## config.mk

```make
export PLATFORM = sky130hd
export DESIGN_NAME = dpll_mode_ctrl
export DESIGN_NICKNAME = d
export VERILOG_FILES = /design/src/rtl/dpll_mode_pkg.sv /design/src/rtl/dpll_mode_fsm.sv /design/src/rtl/dpll_holdover_dp.sv /design/src/rtl/dpll_mode_ctrl.sv
export SDC_FILE = /design/constraint.sdc
export NUM_CORES = 1
export LEC_CHECK = 0
export ABC_AREA = 1
export BUFFER_PORTS_ARGS = -buffer_cell sky130_fd_sc_hd__buf_4
export CAP_MARGIN = 10
export CORE_MARGIN = 2
export CORE_UTILIZATION = 35
export CTS_CLUSTER_DIAMETER = 200
export CTS_CLUSTER_SIZE = 10
export DETAILED_ROUTE_END_ITERATION = 8
export SYNTH_ARGS = -nofsm -noshare
export SYNTH_HDL_FRONTEND = slang
export SYNTH_HIERARCHICAL = 1
export SYNTH_SLANG_ARGS = --single-unit
```

## constraint.sdc

```tcl
create_clock -name clk -period 3.6 [get_ports clk]
set_input_delay 0.18 -clock clk [delete_from_list [all_inputs] [get_ports clk]]
set_output_delay 0.18 -clock clk [all_outputs]
set_load 0.01 [all_outputs]
```

## src/rtl/dpll_mode_pkg.sv

```systemverilog
package dpll_mode_pkg;

  typedef enum logic [2:0] {
    ST_LOCK = 3'd0,
    ST_HOLD = 3'd1,
    ST_AUTO = 3'd2,
    ST_FREE = 3'd3,
    ST_RST  = 3'd4
  } dpll_state_e;

  typedef enum logic [1:0] {
    SEL_TRACK = 2'd0,
    SEL_KEEP  = 2'd1,
    SEL_ZERO  = 2'd2
  } freq_sel_e;

  typedef struct packed {
    logic      sampleEn;
    logic      clearHist;
    logic      enterHold;
    freq_sel_e freqSel;
  } ctrl_strobe_t;

  function automatic logic [1:0] lowestValid(input logic [3:0] flags);
    logic [1:0] idx;
    idx = 2'd0;
    for (int i = 3; i >= 0; i--) begin
      if (flags[i]) idx = 2'(i);
    end
    return idx;
  endfunction

endpackage

```

## src/rtl/dpll_mode_fsm.sv

```systemverilog
module dpll_mode_fsm
  import dpll_mode_pkg::*;
#(
  parameter int NUM_REFS = 4,
  localparam int REF_W = $clog2(NUM_REFS)
) (
  input  logic                clk,
  input  logic                rstN,
  input  logic [2:0]          modeSel,
  input  logic [REF_W-1:0]    refSel,
  input  logic [NUM_REFS-1:0] refValid,
  output logic [REF_W-1:0]    activeRef,
  output dpll_state_e         curState,
  output ctrl_strobe_t        strobe
);

  dpll_state_e      nxtState;
  logic [REF_W-1:0] nxtRef;

  always_comb begin
    nxtState = ST_FREE;
    nxtRef   = activeRef;
    unique case (modeSel)
      3'd0: begin
        nxtState = ST_LOCK;
        nxtRef   = refSel;
      end
      3'd1: nxtState = ST_HOLD;
      3'd2: begin
        if (refValid[refSel]) begin
          nxtState = ST_LOCK;
          nxtRef   = refSel;
        end else if (|refValid) begin
          nxtState = ST_LOCK;
          nxtRef   = lowestValid(refValid);
        end else begin
          nxtState = ST_HOLD;
        end
      end
      3'd4: begin
        nxtState = ST_RST;
        nxtRef   = '0;
      end
      default: nxtState = ST_FREE;
    endcase
  end

  always_comb begin
    strobe.sampleEn  = (curState == ST_LOCK);
    strobe.clearHist = (nxtState == ST_RST);
    strobe.enterHold = (nxtState == ST_HOLD) && (curState != ST_HOLD);
    unique case (nxtState)
      ST_LOCK: strobe.freqSel = SEL_TRACK;
      ST_HOLD: strobe.freqSel = SEL_KEEP;
      default: strobe.freqSel = SEL_ZERO;
    endcase
  end

  always_ff @(posedge clk or negedge rstN) begin
    if (!rstN) begin
      curState  <= ST_RST;
      activeRef <= '0;
    end else begin
      curState  <= nxtState;
      activeRef <= nxtRef;
    end
  end

endmodule

```

## src/rtl/dpll_holdover_dp.sv

```systemverilog
module dpll_holdover_dp
  import dpll_mode_pkg::*;
#(
  parameter int FREQ_W          = 16,
  parameter int HIST_DEPTH      = 4,
  parameter int SAMPLE_INTERVAL = 8,
  parameter int RESTORE_AGE     = 2,
  localparam int PTR_W = $clog2(HIST_DEPTH),
  localparam int CNT_W = $clog2(SAMPLE_INTERVAL + 1)
) (
  input  logic              clk,
  input  logic              rstN,
  input  ctrl_strobe_t      strobe,
  input  logic [FREQ_W-1:0] trackFreq,
  output logic [FREQ_W-1:0] freqOut
);

  localparam logic [CNT_W-1:0] CNT_LAST = CNT_W'(SAMPLE_INTERVAL - 1);
  localparam logic [PTR_W-1:0] AGE_OFS  = PTR_W'(RESTORE_AGE + 1);

  logic [CNT_W-1:0]  intervalCnt;
  logic [PTR_W-1:0]  wrPtr;
  logic              writeNow;
  logic [FREQ_W-1:0] histMem [HIST_DEPTH];
  logic [PTR_W-1:0]  rdPtr;
  logic [FREQ_W-1:0] restoreVal;

  assign writeNow   = strobe.sampleEn && !strobe.clearHist && (intervalCnt == CNT_LAST);
  assign rdPtr      = wrPtr - AGE_OFS;
  assign restoreVal = histMem[rdPtr];

  always_ff @(posedge clk or negedge rstN) begin
    if (!rstN) begin
      intervalCnt <= '0;
      wrPtr       <= '0;
    end else if (strobe.clearHist) begin
      intervalCnt <= '0;
      wrPtr       <= '0;
    end else if (strobe.sampleEn) begin
      if (intervalCnt == CNT_LAST) begin
        intervalCnt <= '0;
        wrPtr       <= wrPtr + 1'b1;
      end else begin
        intervalCnt <= intervalCnt + 1'b1;
      end
    end
  end

  for (genvar g = 0; g < HIST_DEPTH; g++) begin : g_hist
    always_ff @(posedge clk or negedge rstN) begin
      if (!rstN) begin
        histMem[g] <= '0;
      end else if (strobe.clearHist) begin
        histMem[g] <= '0;
      end else if (writeNow && (wrPtr == PTR_W'(g))) begin
        histMem[g] <= trackFreq;
      end
    end
  end

  always_ff @(posedge clk or negedge rstN) begin
    if (!rstN) begin
      freqOut <= '0;
    end else begin
      unique case (strobe.freqSel)
        SEL_TRACK: freqOut <= trackFreq;
        SEL_KEEP:  freqOut <= strobe.enterHold ? restoreVal : freqOut;
        default:   freqOut <= '0;
      endcase
    end
  end

endmodule

```

## src/rtl/dpll_mode_ctrl.sv

```systemverilog
module dpll_mode_ctrl
  import dpll_mode_pkg::*;
#(
  parameter int FREQ_W          = 16,
  parameter int HIST_DEPTH      = 4,
  parameter int SAMPLE_INTERVAL = 8,
  parameter int RESTORE_AGE     = 2
) (
  input  logic              clk,
  input  logic              rstN,
  input  logic [2:0]        modeSel,
  input  logic [1:0]        refSel,
  input  logic [3:0]        refValid,
  input  logic [FREQ_W-1:0] trackFreq,
  output logic [1:0]        activeRef,
  output logic [2:0]        effState,
  output logic [FREQ_W-1:0] freqOut
);

  dpll_state_e  curState;
  ctrl_strobe_t strobe;

  dpll_mode_fsm #(.NUM_REFS(4)) uFsm (
    .clk(clk), .rstN(rstN), .modeSel(modeSel), .refSel(refSel),
    .refValid(refValid), .activeRef(activeRef), .curState(curState),
    .strobe(strobe)
  );

  dpll_holdover_dp #(
    .FREQ_W(FREQ_W), .HIST_DEPTH(HIST_DEPTH),
    .SAMPLE_INTERVAL(SAMPLE_INTERVAL), .RESTORE_AGE(RESTORE_AGE)
  ) uDp (
    .clk(clk), .rstN(rstN), .strobe(strobe), .trackFreq(trackFreq),
    .freqOut(freqOut)
  );

  assign effState = curState;

endmodule

```

==> summary.md, run 1 <==
| Metric | Value |
|---|---|
| Post-Route Skew | roughly 7.3 ps |
| Power density cells | about 440 mW/mm^2 |
| CP cell instances | inv_1 -> ha_1 -> buf_4 -> inv_1 -> nand3_1 -> nand2_1 -> nand2_1 -> a21oi_2 |
| Detailed-router iteration count before antenna repair | 6 |
| Clock Latency Late Sink | ~350 ps |
| WP data arrival | 2320 ps |
| Crit path largest cell delay | between 500 and 600 ps |
| Synth-to-layout area growth | 12.6% |
| Initial Util | 0.358 |
| Post-DP HPWL | ~7100 um |
| Die height | about 130 um |
| Synth Register Bits | 91 |
| Core area | 0.0145 mm^2 |
| Grt total ovfl | 0 |
| Multi-input gate area | around 0.0022 mm^2 |
| Combinational power share | 0.209 |
| Setup bufs post-CTS | 0 |
| Status | finished with violations |
| Startpoint types | flip-flop |
| First-pass GRT wire length | 19600 um |
| Total I/O pin count | 48 |
| Max-cap violations | 0 |
| Root buf cell | clkbuf_16 |
| Share of layout cells above drive strength 1 | 0.246 |
| Mean area per synthesized cell | ~8.1 um^2 |
| Sequential area share after synthesis | 0.438 |
| Routed Antenna Nets | 0 |
| DRT Wirelength | roughly 11000 um |
| Vias in the first global route | slightly above 4000 |
| Die width | 126 um |
| Fin Setup TNS | 0 ps |
| DRC | 0 |
| RSZ-0062 raised after global routing | no |
| Req. time, crit path | roughly 3900 ps |
| Post-CTS sizing | 0 |
| Design area | just under 0.006 mm^2 |
| Switching part of the total | 0.302 |
| Port buffer count | 47 |
| CP Class | reg2reg |
| Syn_nets | roughly 670 |
| Synth unique cells | 33 |
| Cts bufs inserted | 9 |
| DR iter-0 viols | roughly 420 |
| Final Hold Vio Count | 7 |
| Clock slew at reported path FFs | about 70 ps |
| Slowest CP cell | inv_1 |
| Gr usage total | 0.152 |
| Slew Limit Headroom | 0.362 |
| Initial antenna violation count | 0 |
| NumNets Final | ~700 |
| Hold buffers post-CTS | 0 |
| Cell Area, Placed | between 0.005 and 0.006 mm^2 |
| Synth Instances | 640 |
| CTS tree | done |
| Hold WC Path Type | in2async |
| Worst Hold Slack | -30.6 ps |
| Vias per cell | 4.89 |
| N_diodes | 0 |
| NetSw | 0.775 mW |
| # rows | 44 |
| Critical path peak fanout | 18 |
| Min Tclk post-route | 2040 ps |
| Pins Over Slew Limit | 0 |
| Vias | between 4000 and 5000 |
| Routed wire per std cell | 13.4 um |
| Total of fill cells in the finished design | ~1500 |
| CTS Buffer Depth | 2 |
| Crit. End Element | flip-flop |
| Post-route clock period utilization | 0.566 |
| Peak supply drop | around 230 uV |
| Failing checks | hold timing |
| Final core occ | 0.403 |
| Largest net degree at the start of global routing | 76 |
| GP Congestion | roughly 0.76 |
| Fmax | a little under 500 MHz |
| TritonCTS sink count | just over 90 |
| Final setup fails | 0 |
| Slew @ Worst Pin | 957 ps |
| Sequential share of power | 0.422 |
| Int Power | 1.79 mW |
| Register area | roughly 0.0023 mm^2 |
| H-Tree Depth | 3 |
| Yosys warns | 6 |
| Leakage | between 2 and 3 nW |
| Clock share of power | 0.369 |
| Mapped cell area | 0.00520 mm^2 |
| DIE AREA | 0.0159 mm^2 |
==> cell families (layout without fill, tap and decap cells) <==
group	after synthesis	count (layout)	share of synthesized area
xor gates and xnor gates	1	1	0.00168
buffers and inverters	154	185	0.137
and+or+nand+nor	282	282	0.256
DFF	91	91	0.438
adders and majority gates	5	5	0.0120
AOI/OAI and AO/OA	107	107	0.155
==> through the flow <==
stage | instances | setup slack (ps) | power (mW)
2_1_floorplan | 640 | 1740 | 1.47
3_3_place_gp | 839 | 1280 | 1.63
3_5_place_dp | 839 | 1200 | 1.64
4_1_cts | 855 | 1560 | 2.60
5_1_grt | 855 | 1330 | 2.71
6_report | 855 | 1560 | 2.56
==> cell usage in the layout, fill, tap and decap left out, types with 2 or more instances in the layout <==
| cell type | synthesis | final |
|---|---|---|
| nor2_1 | 21 | 21 |
| a21oi_1 | 10 | 10 |
| nor2_2 | 2 | 2 |
| buf_4 | 4 | 51 |
| clkinvlp_4 | 0 | 2 |
| nand3_1 | 99 | 99 |
| dfrtp_1 | 90 | 90 |
| a21oi_2 | 10 | 10 |
| nor3_1 | 2 | 2 |
| o21ai_1 | 13 | 13 |
| clkbuf_1 | 7 | 2 |
| nand2_2 | 3 | 3 |
| nand2_1 | 138 | 138 |
| ha_1 | 5 | 5 |
| nand3_2 | 6 | 6 |
| o21ai_2 | 61 | 61 |
| o21ai_0 | 11 | 11 |
| nand2_4 | 5 | 5 |
| inv_2 | 5 | 6 |
| inv_1 | 112 | 111 |
| clkbuf_16 | 0 | 9 |
==> routing by layer <==
| layer | vias up | share of wire | GRT usage |
|---|---|---|---|
| li1 | 2064 | - | - |
| met1 | 2023 | 0.44 | 0.195 |
| met2 | 87 | 0.50 | 0.258 |
| met3 | 10 | 0.049 | 0.0425 |
| met4 | 0 | 0.013 | 0.0349 |
| met5 | - | 0 | 0 |
==> worst paths after layout <==
| check | start | to | slack (ps) | depth (start not counted) |
|---|---|---|---|---|
| worst max-delay path | uDp/wrPtr[1] | uDp/freqOut[8] | 1560 | 8 |
| min in group clk | modeSel[1] | uFsm/curState[1] | 80 | 2 |
| worst min-delay path | rstN | uDp/freqOut[8] | -30 | 1 |
| worst min register to register | uFsm/activeRef[1] | uFsm/activeRef[1] | 490 | 2 |
| max in group asynchronous | rstN | uDp/freqOut[4] | 2780 | 2 |
| worst max register to register | uDp/wrPtr[1] | uDp/freqOut[8] | 1560 | 8 |
==> cells in the mapped netlist (all sizes together) <==
cell,instances,share of area
a22o,1,0.0017
or2,1,0.0012
a21oi,20,0.026
dfrtp,90,0.43
xor2,1,0.0017
inv,117,0.084
nor3,4,0.0070
buf,30,0.048
clkbuf,7,0.0051
dfstp,1,0.0051
ha,5,0.012
o21ai,85,0.13
nand3,106,0.11
nand2,146,0.11
nor2,25,0.024
o21a,1,0.0014
==> critical path, delay by kind of cell, from the launching register on <==
family	cells	cell delay, ps
AOI/OAI and AO/OA	1	140
adders and majority gates	1	230
buffers and inverters	3	870
DFF	1	400
and+or+nand+nor	3	340
==> final cells by class <==
class                   count  share of cell area
repair buffers             52              0.0688
multi-input cells         395               0.377
clock buffers              12              0.0421
clock inverters             4             0.00854
well taps                 184              0.0393
inverters                 117              0.0750
flip-flops and latches     91               0.389
==> flip-flops by register name, summed over array words and instances (netlist names) <==
register / flops
uDp/wrPtr: 2
uDp/intervalCnt: 4
uDp/freqOut: 16
uFsm/curState: 3
uDp/histMem: 64
uFsm/activeRef: 2
==> power groups by stage <==
stage,registers (mW),clock network (mW),logic (mW)
floorplan,1.11,0,0.358
global placement,1.10,0,0.529
detailed placement,1.10,0,0.539
CTS,1.08,0.978,0.541
global route,1.09,1.01,0.610
finish,1.08,0.946,0.536
Power figures use the tool's default switching activity.
==> run 2, diff against run 1 <==
--- a/config.mk
+++ b/config.mk
@@ -5,7 +5,7 @@
 export SDC_FILE = /design/constraint.sdc
 export NUM_CORES = 1
 export LEC_CHECK = 0
-export ABC_AREA = 1
+export ABC_AREA = 0
 export BUFFER_PORTS_ARGS = -buffer_cell sky130_fd_sc_hd__buf_4
 export CAP_MARGIN = 10
 export CORE_MARGIN = 2
==> constraint.sdc (replaced) <==
create_clock -name clk -period 1.8 [get_ports clk]
set_input_delay 0.09 -clock clk [delete_from_list [all_inputs] [get_ports clk]]
set_output_delay 0.09 -clock clk [all_outputs]
set_load 0.01 [all_outputs]
==> summary.md, run 2 <==
| Metric | Value |
|---|---|
| Mapped cell area | 0.00472 mm^2 (was 0.00520 mm^2) |
| Min Tclk post-route | 1880 ps (was 2040 ps) |
| Largest cells by area after synthesis | dfrtp_1 48%, mux2_2 9.8%, a31o_2 4.5% (was dfrtp_1 43%, o21ai_2 10%, nand2_1 10%) |
| Vias in the first global route | 3910 (was 4073) |
| Core area | 0.0132 mm^2 (was 0.0145 mm^2) |
| Clock share of power | 0.423 (was 0.369) |
| Post-synth EDFFs | 0 (unchanged) |
| Post-route clock period utilization | 1.05 (was 0.566) |
| Syn_nets | 458 (was 672) |
| Mean area per synthesized cell | 11.1 um^2 (was 8.13 um^2) |
| Final Hold Vio Count | 0 (was 7) |
| DR iter-0 viols | 289 (was 423) |
| Status | finished with violations (unchanged) |
| Crit. End Element | flip-flop (unchanged) |
| Post-synth top cells | 90 x dfrtp_1, 41 x mux2_2, 29 x nand2_1 (was 138 x nand2_1, 112 x inv_1, 99 x nand3_1) |
| NetSw | 1.24 mW (was 0.775 mW) |
| Worst setup margin | -81.1 ps (was 1560 ps) |
| Leakage | 3.00 nW (was 2.95 nW) |
| Max-cap violations | 0 (unchanged) |
| Slew Limit Headroom | 0.523 (was 0.362) |
| Root buf cell | clkbuf_16 (unchanged) |
| Switching part of the total | 0.245 (was 0.302) |
| Synth-to-layout area growth | 30.9% (was 12.6%) |
| NumNets Final | 539 (was 698) |
| Fmax | 532 MHz (was 491 MHz) |
| GP Congestion | 0.813 (was 0.763) |
| H-Tree Depth | 3 (unchanged) |
| TritonCTS sink count | 91 (unchanged) |
| N_diodes | 0 (unchanged) |
| CP Class | reg2reg (unchanged) |
| Sequential share of power | 0.431 (was 0.422) |
| Final setup fails | 16 (was 0) |
| Sequential area share after synthesis | 0.483 (was 0.438) |
| Cts bufs inserted | 9 (unchanged) |
| Fin Setup TNS | -823 ps (was 0 ps) |
| Post-Route Skew | 6.25 ps (was 7.32 ps) |
| Initial antenna violation count | 0 (unchanged) |
| Total I/O pin count | 48 (unchanged) |
| DRC | 0 (unchanged) |
| Pins Over Slew Limit | 0 (unchanged) |
| Initial Util | 0.358 (about the same) |
| Peak supply drop | 483 uV (was 228 uV) |
| Die width | 120 um (was 126 um) |
| DIE AREA | 0.0144 mm^2 (was 0.0159 mm^2) |
| Yosys warns | 6 (unchanged) |
| Asr flop ratio synth | 1.00 (unchanged) |
| Clock Latency Late Sink | 340 ps (was 350 ps) |
| WP data arrival | 2070 ps (was 2320 ps) |
| Combinational power share | 0.145 (was 0.209) |
| Power density cells | 820 mW/mm^2 (was 438 mW/mm^2) |
| Grt total ovfl | 0 (unchanged) |
| Startpoint types | flip-flop (unchanged) |
| Synth unique cells | 46 (was 33) |
| Clock slew at reported path FFs | 60 ps (was 70 ps) |
| Most common cell in the netlist | dfrtp_1 (was nand2_1) |
| First-pass GRT wire length | 21400 um (was 19600 um) |
| Most common cell after layout, fill and taps aside | dfrtp_1 (was nand2_1) |
| Synth Flop Type | dfrtp_1 (unchanged) |
| RSZ-0062 raised after global routing | yes (was no) |
| Detailed-router iteration count before antenna repair | 6 (unchanged) |
| Int Power | 3.82 mW (was 1.79 mW) |
| Synth Instances | 426 (was 640) |
| Critical path peak fanout | 5 (was 18) |
| # rows | 42 (was 44) |
| Vias | 3776 (was 4184) |
| Post-DP HPWL | 8390 um (was 7070 um) |
| Final core occ | 0.468 (was 0.403) |
| Vias per cell | 5.49 (was 4.89) |
| Failing checks | setup timing (was hold timing) |
| Slew @ Worst Pin | 716 ps (was 957 ps) |
| Req. time, crit path | 1990 ps (was 3880 ps) |
| Post-synth top area share | 0.477 (was 0.433) |
| Share of layout cells above drive strength 1 | 0.422 (was 0.246) |
| Die height | 120 um (was 126 um) |
| Top flop regs | uDp/histMem x64, uDp/freqOut x16, uDp/intervalCnt x4 (unchanged) |
| Top reg by flops | uDp/histMem (unchanged) |
| Yosys top cell by area | dfrtp_1 (unchanged) |
| Max reg flops | 64 (unchanged) |
| CTS tree | done (unchanged) |
| Hold WC Path Type | in2reg (was in2async) |
| Largest net degree at the start of global routing | 45 (was 76) |
| DRT Wirelength | 13100 um (was 11500 um) |
| Synth Register Bits | 91 (unchanged) |
| Port buffer count | 47 (unchanged) |
| Gr usage total | 0.191 (was 0.152) |
| Routed Antenna Nets | 0 (unchanged) |
| Routed wire per std cell | 19.1 um (was 13.4 um) |
| CTS Buffer Depth | 2 (unchanged) |
| Most frequent cells in the layout | 90 x dfrtp_1, 88 x buf_4, 28 x nand2_1 (was 138 x nand2_1, 111 x inv_1, 99 x nand3_1) |
[run 2: cell count changes after synthesis, moves of 8 or more]
| cell | before | now |
|---|---|---|
| o211ai_1 | 0 | 9 |
| a211oi_1 | 0 | 17 |
| nand2_1 | 138 | 29 |
| a222oi_1 | 0 | 16 |
| o21ai_2 | 61 | 10 |
| a21oi_2 | 10 | 0 |
| clkbuf_1 | 7 | 15 |
| nand3_1 | 99 | 16 |
| nor2b_1 | 0 | 13 |
| a31o_2 | 0 | 24 |
| o21ai_1 | 13 | 0 |
| mux2_2 | 0 | 41 |
| and3_1 | 0 | 24 |
| inv_1 | 112 | 10 |
[run 2: kinds of logic (layout without fill, tap and decap cells)]
kind of cell / Yosys count / count (layout) / synth area share
flip-flops: 91 / 91 / 0.483
multiplexers: 55 / 55 / 0.137
AND/OR/NAND/NOR: 125 / 125 / 0.143
AO/OA/AOI/OAI: 100 / 100 / 0.167
adder cells (fa/ha/maj): 5 / 5 / 0.0133
XOR/XNOR: 2 / 2 / 0.00371
buffers and inverters: 48 / 134 / 0.0541
[run 2: area by class of cell]
type,count,area (um^2)
Fill cell,1230,7010
Multi-Input combinational cell,287,2300
Sequential cell,91,2280
Timing Repair Buffer,108,1000
Clock buffer,13,240
Tap cell,176,220
Clock inverter,3,90.1
Inverter,10,40.0
[run 2: path summary, 6_finish.rpt]
| kind | from | to | slack (ps) | cells after the start |
|---|---|---|---|---|
| max in group asynchronous | rstN | uDp/histMem[57] | 950 | 3 |
| min | trackFreq[5] | uDp/histMem[5] | 8 | 3 |
| min reg2reg | uDp/histMem[55] | uDp/histMem[55] | 510 | 1 |
| min in group asynchronous | rstN | uDp/histMem[28] | 260 | 2 |
| max reg2reg | uFsm/curState[2] | uDp/freqOut[4] | -80 | 7 |
| max | uFsm/curState[2] | uDp/freqOut[4] | -80 | 7 |
[run 2: layer usage]
layer	wire, um	GRT usage	vias to the layer above
met4	139	0.0463	0
met2	6410	0.303	96
li1	-	-	1737
met1	6000	0.265	1929
met5	0	0	-
met3	587	0.0413	14
[run 2: power by group through the flow]
| stage | logic (mW) | clock network [mW] | registers [mW] |
|---|---|---|---|
| final | 0.736 | 2.14 | 2.18 |
| after global routing | 0.807 | 2.27 | 2.19 |
| after CTS | 0.703 | 2.17 | 2.18 |
| after detailed placement | 0.632 | 0 | 2.22 |
| after global placement | 0.616 | 0 | 2.22 |
| after floorplan | 0.333 | 0 | 2.21 |
[run 2: per-stage QoR]
step           cells  instance area (um^2)  power [mW]  setup WS, ps  hold WS, ps
2_1_floorplan    426                  4730        2.54          3.32         -206
3_3_place_gp     656                  5490        2.83          -368         90.1
3_5_place_dp     656                  5490        2.85          -385         93.4
4_1_cts          683                  6030        5.06         -53.0         5.95
5_1_grt          688                  6180        5.27          -175         7.36
6_report         688                  6180        5.06         -81.1         7.74
[run 2: worst max-delay path, stage by stage (launching register included)]
cell	delay, ps
dfstp_2	550
nor2_2	40
a211oi_2	260
buf_4	190
inv_4	40
buf_6	120
a222oi_1	370
a211oi_1	150
[run 2: what timing repair did]
| action | in CTS | in global routing |
|---|---|---|
| cloned | 3 | 1 |
| hold buffers | 3 | 0 |
| endpoints found under the hold margin | 34 | 0 |
| resized for setup | 22 | 21 |
| pin swaps | 11 | 27 |
| buffers inserted | 5 | 4 |
| endpoints found under the setup margin | 59 | 41 |
==> run 3, diff against run 2 <==
--- a/config.mk
+++ b/config.mk
@@ -5,7 +5,7 @@
 export SDC_FILE = /design/constraint.sdc
 export NUM_CORES = 1
 export LEC_CHECK = 0
-export ABC_AREA = 0
+export ABC_AREA = 1
 export BUFFER_PORTS_ARGS = -buffer_cell sky130_fd_sc_hd__buf_4
 export CAP_MARGIN = 10
 export CORE_MARGIN = 2
@@ -13,6 +13,8 @@
 export CTS_CLUSTER_DIAMETER = 200
 export CTS_CLUSTER_SIZE = 10
 export DETAILED_ROUTE_END_ITERATION = 8
+export GPL_TIMING_DRIVEN = 1
+export HOLD_SLACK_MARGIN = 0.06
 export SYNTH_ARGS = -nofsm -noshare
 export SYNTH_HDL_FRONTEND = slang
 export SYNTH_HIERARCHICAL = 1
==> summary.md, run 3 (synthesis gave the netlist of run 1 again) <==
| Metric | Value |
|---|---|
| CP Class | reg2reg (unchanged) |
| Clock share of power | 0.378 (was 0.423) |
| Max-cap violations | 0 (unchanged) |
| First-pass GRT wire length | 20200 um (was 21400 um) |
| Initial antenna violation count | 0 (unchanged) |
| DIE AREA | 0.0159 mm^2 (was 0.0144 mm^2) |
| Top reg by flops | uDp/histMem (unchanged) |
| Max reg flops | 64 (unchanged) |
| Vias in the first global route | 4025 (was 3910) |
| Die width | 126 um (was 120 um) |
| Hold WC Path Type | in2reg (unchanged) |
| Hold Crit Start | trackFreq[15] (was trackFreq[5]) |
| Post-DP HPWL | 7520 um (was 8390 um) |
| Cts bufs inserted | 9 (unchanged) |
| Routed wire per std cell | 13.4 um (was 19.1 um) |
| GP Congestion | 0.758 (was 0.813) |
| Largest net degree at the start of global routing | 83 (was 45) |
| Req. time, crit path | 2000 ps (was 1990 ps) |
| Synth-to-layout area growth | 17.1% (was 30.9%) |
| Post-Route Skew | 8.82 ps (was 6.25 ps) |
| Switching part of the total | 0.300 (was 0.245) |
| RR Startpoint | uFsm/curState[1] (was uFsm/curState[2]) |
| Die height | 126 um (was 120 um) |
| NetSw | 1.62 mW (was 1.24 mW) |
| Crit. End Element | flip-flop (unchanged) |
| Hold Path Stages | 3 (unchanged) |
| # rows | 44 (was 42) |
| Detailed-router iteration count before antenna repair | 4 (was 6) |
| Setup WS pre-CTS | 30.0 ps (was -385 ps) |
| Final Hold Vio Count | 0 (unchanged) |
| Fmax | 562 MHz (was 532 MHz) |
| Most common cell after layout, fill and taps aside | nand2_1 (was dfrtp_1) |
| Pins Over Slew Limit | 0 (unchanged) |
| Core area | 0.0145 mm^2 (was 0.0132 mm^2) |
| Leakage | 3.07 nW (was 3.00 nW) |
| Worst Hold Slack | 94.6 ps (was 7.74 ps) |
| Vias per cell | 4.75 (was 5.49) |
| DRT Wirelength | 11700 um (was 13100 um) |
| Slew @ Worst Pin | 617 ps (was 716 ps) |
| N_diodes | 0 (unchanged) |
| Top flop regs | uDp/histMem x64, uDp/freqOut x16, uDp/intervalCnt x4 (unchanged) |
| Clock slew at reported path FFs | 70 ps (was 60 ps) |
| Initial Util | 0.358 (about the same) |
| DR iter-0 viols | 292 (was 289) |
| Critical path peak fanout | 32 (was 5) |
| Combinational power share | 0.220 (was 0.145) |
| Status | finished, final reports clean (was finished with violations) |
| WP data arrival | 1980 ps (was 2070 ps) |
| Share of layout cells above drive strength 1 | 0.262 (was 0.422) |
| RSZ-0062 raised after global routing | yes (unchanged) |
| Grt total ovfl | 0 (unchanged) |
| R2R Setup Slk | 20 ps (was -80 ps) |
| TritonCTS sink count | 91 (unchanged) |
| Sequential share of power | 0.403 (was 0.431) |
| Total I/O pin count | 48 (unchanged) |
| Clock Latency Late Sink | 350 ps (was 340 ps) |
| Gr usage total | 0.158 (was 0.191) |
| NumNets Final | 718 (was 539) |
| Top cell by count, worst path | nand2_4 |
| CTS tree | done (unchanged) |
| Port buffer count | 47 (unchanged) |
| DRC | 0 (unchanged) |
| Root buf cell | clkbuf_16 (unchanged) |
| Peak supply drop | 549 uV (was 483 uV) |
| Post-route clock period utilization | 0.988 (was 1.05) |
| H-Tree Depth | 3 (unchanged) |
| Power density cells | 882 mW/mm^2 (was 820 mW/mm^2) |
| R2R cell count | 7 (unchanged) |
| Int Power | 3.76 mW (was 3.82 mW) |
| Slowest CP cell | dfrtp_1 (was dfstp_2) |
| Crit path largest cell delay | 400 ps (was 550 ps) |
| Post-CTS sizing | 0 (was 22) |
| Final setup fails | 0 (was 16) |
| Worst setup margin | 21.6 ps (was -81.1 ps) |
| Startpoint types | flip-flop (unchanged) |
| CP cell instances | nor3_1 -> buf_4 -> nand2_4 -> nor2_8 -> nand2_4 -> nand3_1 -> o21ai_1 (was nor2_2 -> a211oi_2 -> buf_4 -> inv_4 -> buf_6 -> a222oi_1 -> a211oi_1) |
| Worst R2R End | uDp/histMem[63] (was uDp/freqOut[4]) |
| Setup bufs post-CTS | 0 (was 5) |
| Fin Setup TNS | 0 ps (was -823 ps) |
| Slew Limit Headroom | 0.589 (was 0.523) |
| Hold EP | uDp/histMem[15] (was uDp/histMem[5]) |
| CTS Buffer Depth | 2 (unchanged) |
| Routed Antenna Nets | 0 (unchanged) |
| Min Tclk post-route | 1780 ps (was 1880 ps) |
| Most frequent cells in the layout | 138 x nand2_1, 110 x inv_1, 99 x nand3_1 (was 90 x dfrtp_1, 88 x buf_4, 28 x nand2_1) |
| Vias | 4153 (was 3776) |
## run 3: cell count changes in the layout (fill, tap and decap cells not counted), sizes merged, moves of 24 or more
cell	delta
buf	-38
a31o	-24
and3	-24
nand2	+117
nand3	+90
inv	+108
mux2	-47
o21ai	+61
## run 3: repair_timing
action                                  CTS  global route
endpoints found under the setup margin    0            43
hold buffers                              6             0
endpoints found under the hold margin    45             0
## run 3: cell type report
type | instances | area [um^2]
tap | 184 | 230
inverter | 117 | 439
sequential | 91 | 2280
clock inverter | 6 | 88.8
multi-input combinational | 395 | 2210
clock buffer | 10 | 229
timing repair buffer | 72 | 618
fill | 1457 | 8440
## run 3: critical path: cells and delay by family (launching register included)
family / cells / cell delay [ps]
buffers and inverters: 1 / 170
DFF: 1 / 400
and+or+nand+nor: 5 / 940
AOI/OAI and AO/OA: 1 / 110
## run 3: how the worst max path moves through the flow
stage,startpoint,to,slack [ps],cells past startpoint
6_report,uFsm/curState[1],uDp/histMem[63],20,7
5_1_grt,uFsm/curState[1],uDp/histMem[63],-80,7
4_1_cts,uFsm/curState[1],uDp/histMem[63],10,7
3_5_place_dp,refValid[2],uDp/freqOut[9],30,11
3_3_place_gp,modeSel[1],uDp/freqOut[8],100,8
2_1_floorplan,uDp/wrPtr[0],uDp/freqOut[10],20,10
## run 3: power groups by stage
stage / Combinational (mW) / Sequential, mW / Clock, mW
2_1_floorplan: 0.722 / 2.21 / 0
6_report: 1.18 / 2.17 / 2.03
3_3_place_gp: 1.16 / 2.20 / 0
4_1_cts: 1.20 / 2.17 / 2.09
5_1_grt: 1.32 / 2.17 / 2.18
3_5_place_dp: 1.18 / 2.21 / 0
## run 3: routing by layer
| layer | vias to the layer above | global-route usage | share of wire | wire, um |
|---|---|---|---|---|
| li1 | 2117 | - | - | - |
| met1 | 1935 | 0.207 | 0.45 | 5230 |
| met2 | 92 | 0.265 | 0.49 | 5770 |
| met3 | 9 | 0.0340 | 0.052 | 608 |
| met4 | 0 | 0.0440 | 0.010 | 121 |
| met5 | - | 0 | 0 | 0 |
## run 3: metrics by stage
stage	utilization	instances	cell area (um^2)	power, mW
after floorplan	-	640	5200	2.94
after global placement	0.393	853	5720	3.36
after detailed placement	0.393	853	5720	3.39
after CTS	0.419	875	6090	5.45
after global routing	0.419	875	6090	5.67
final	0.419	875	6090	5.38
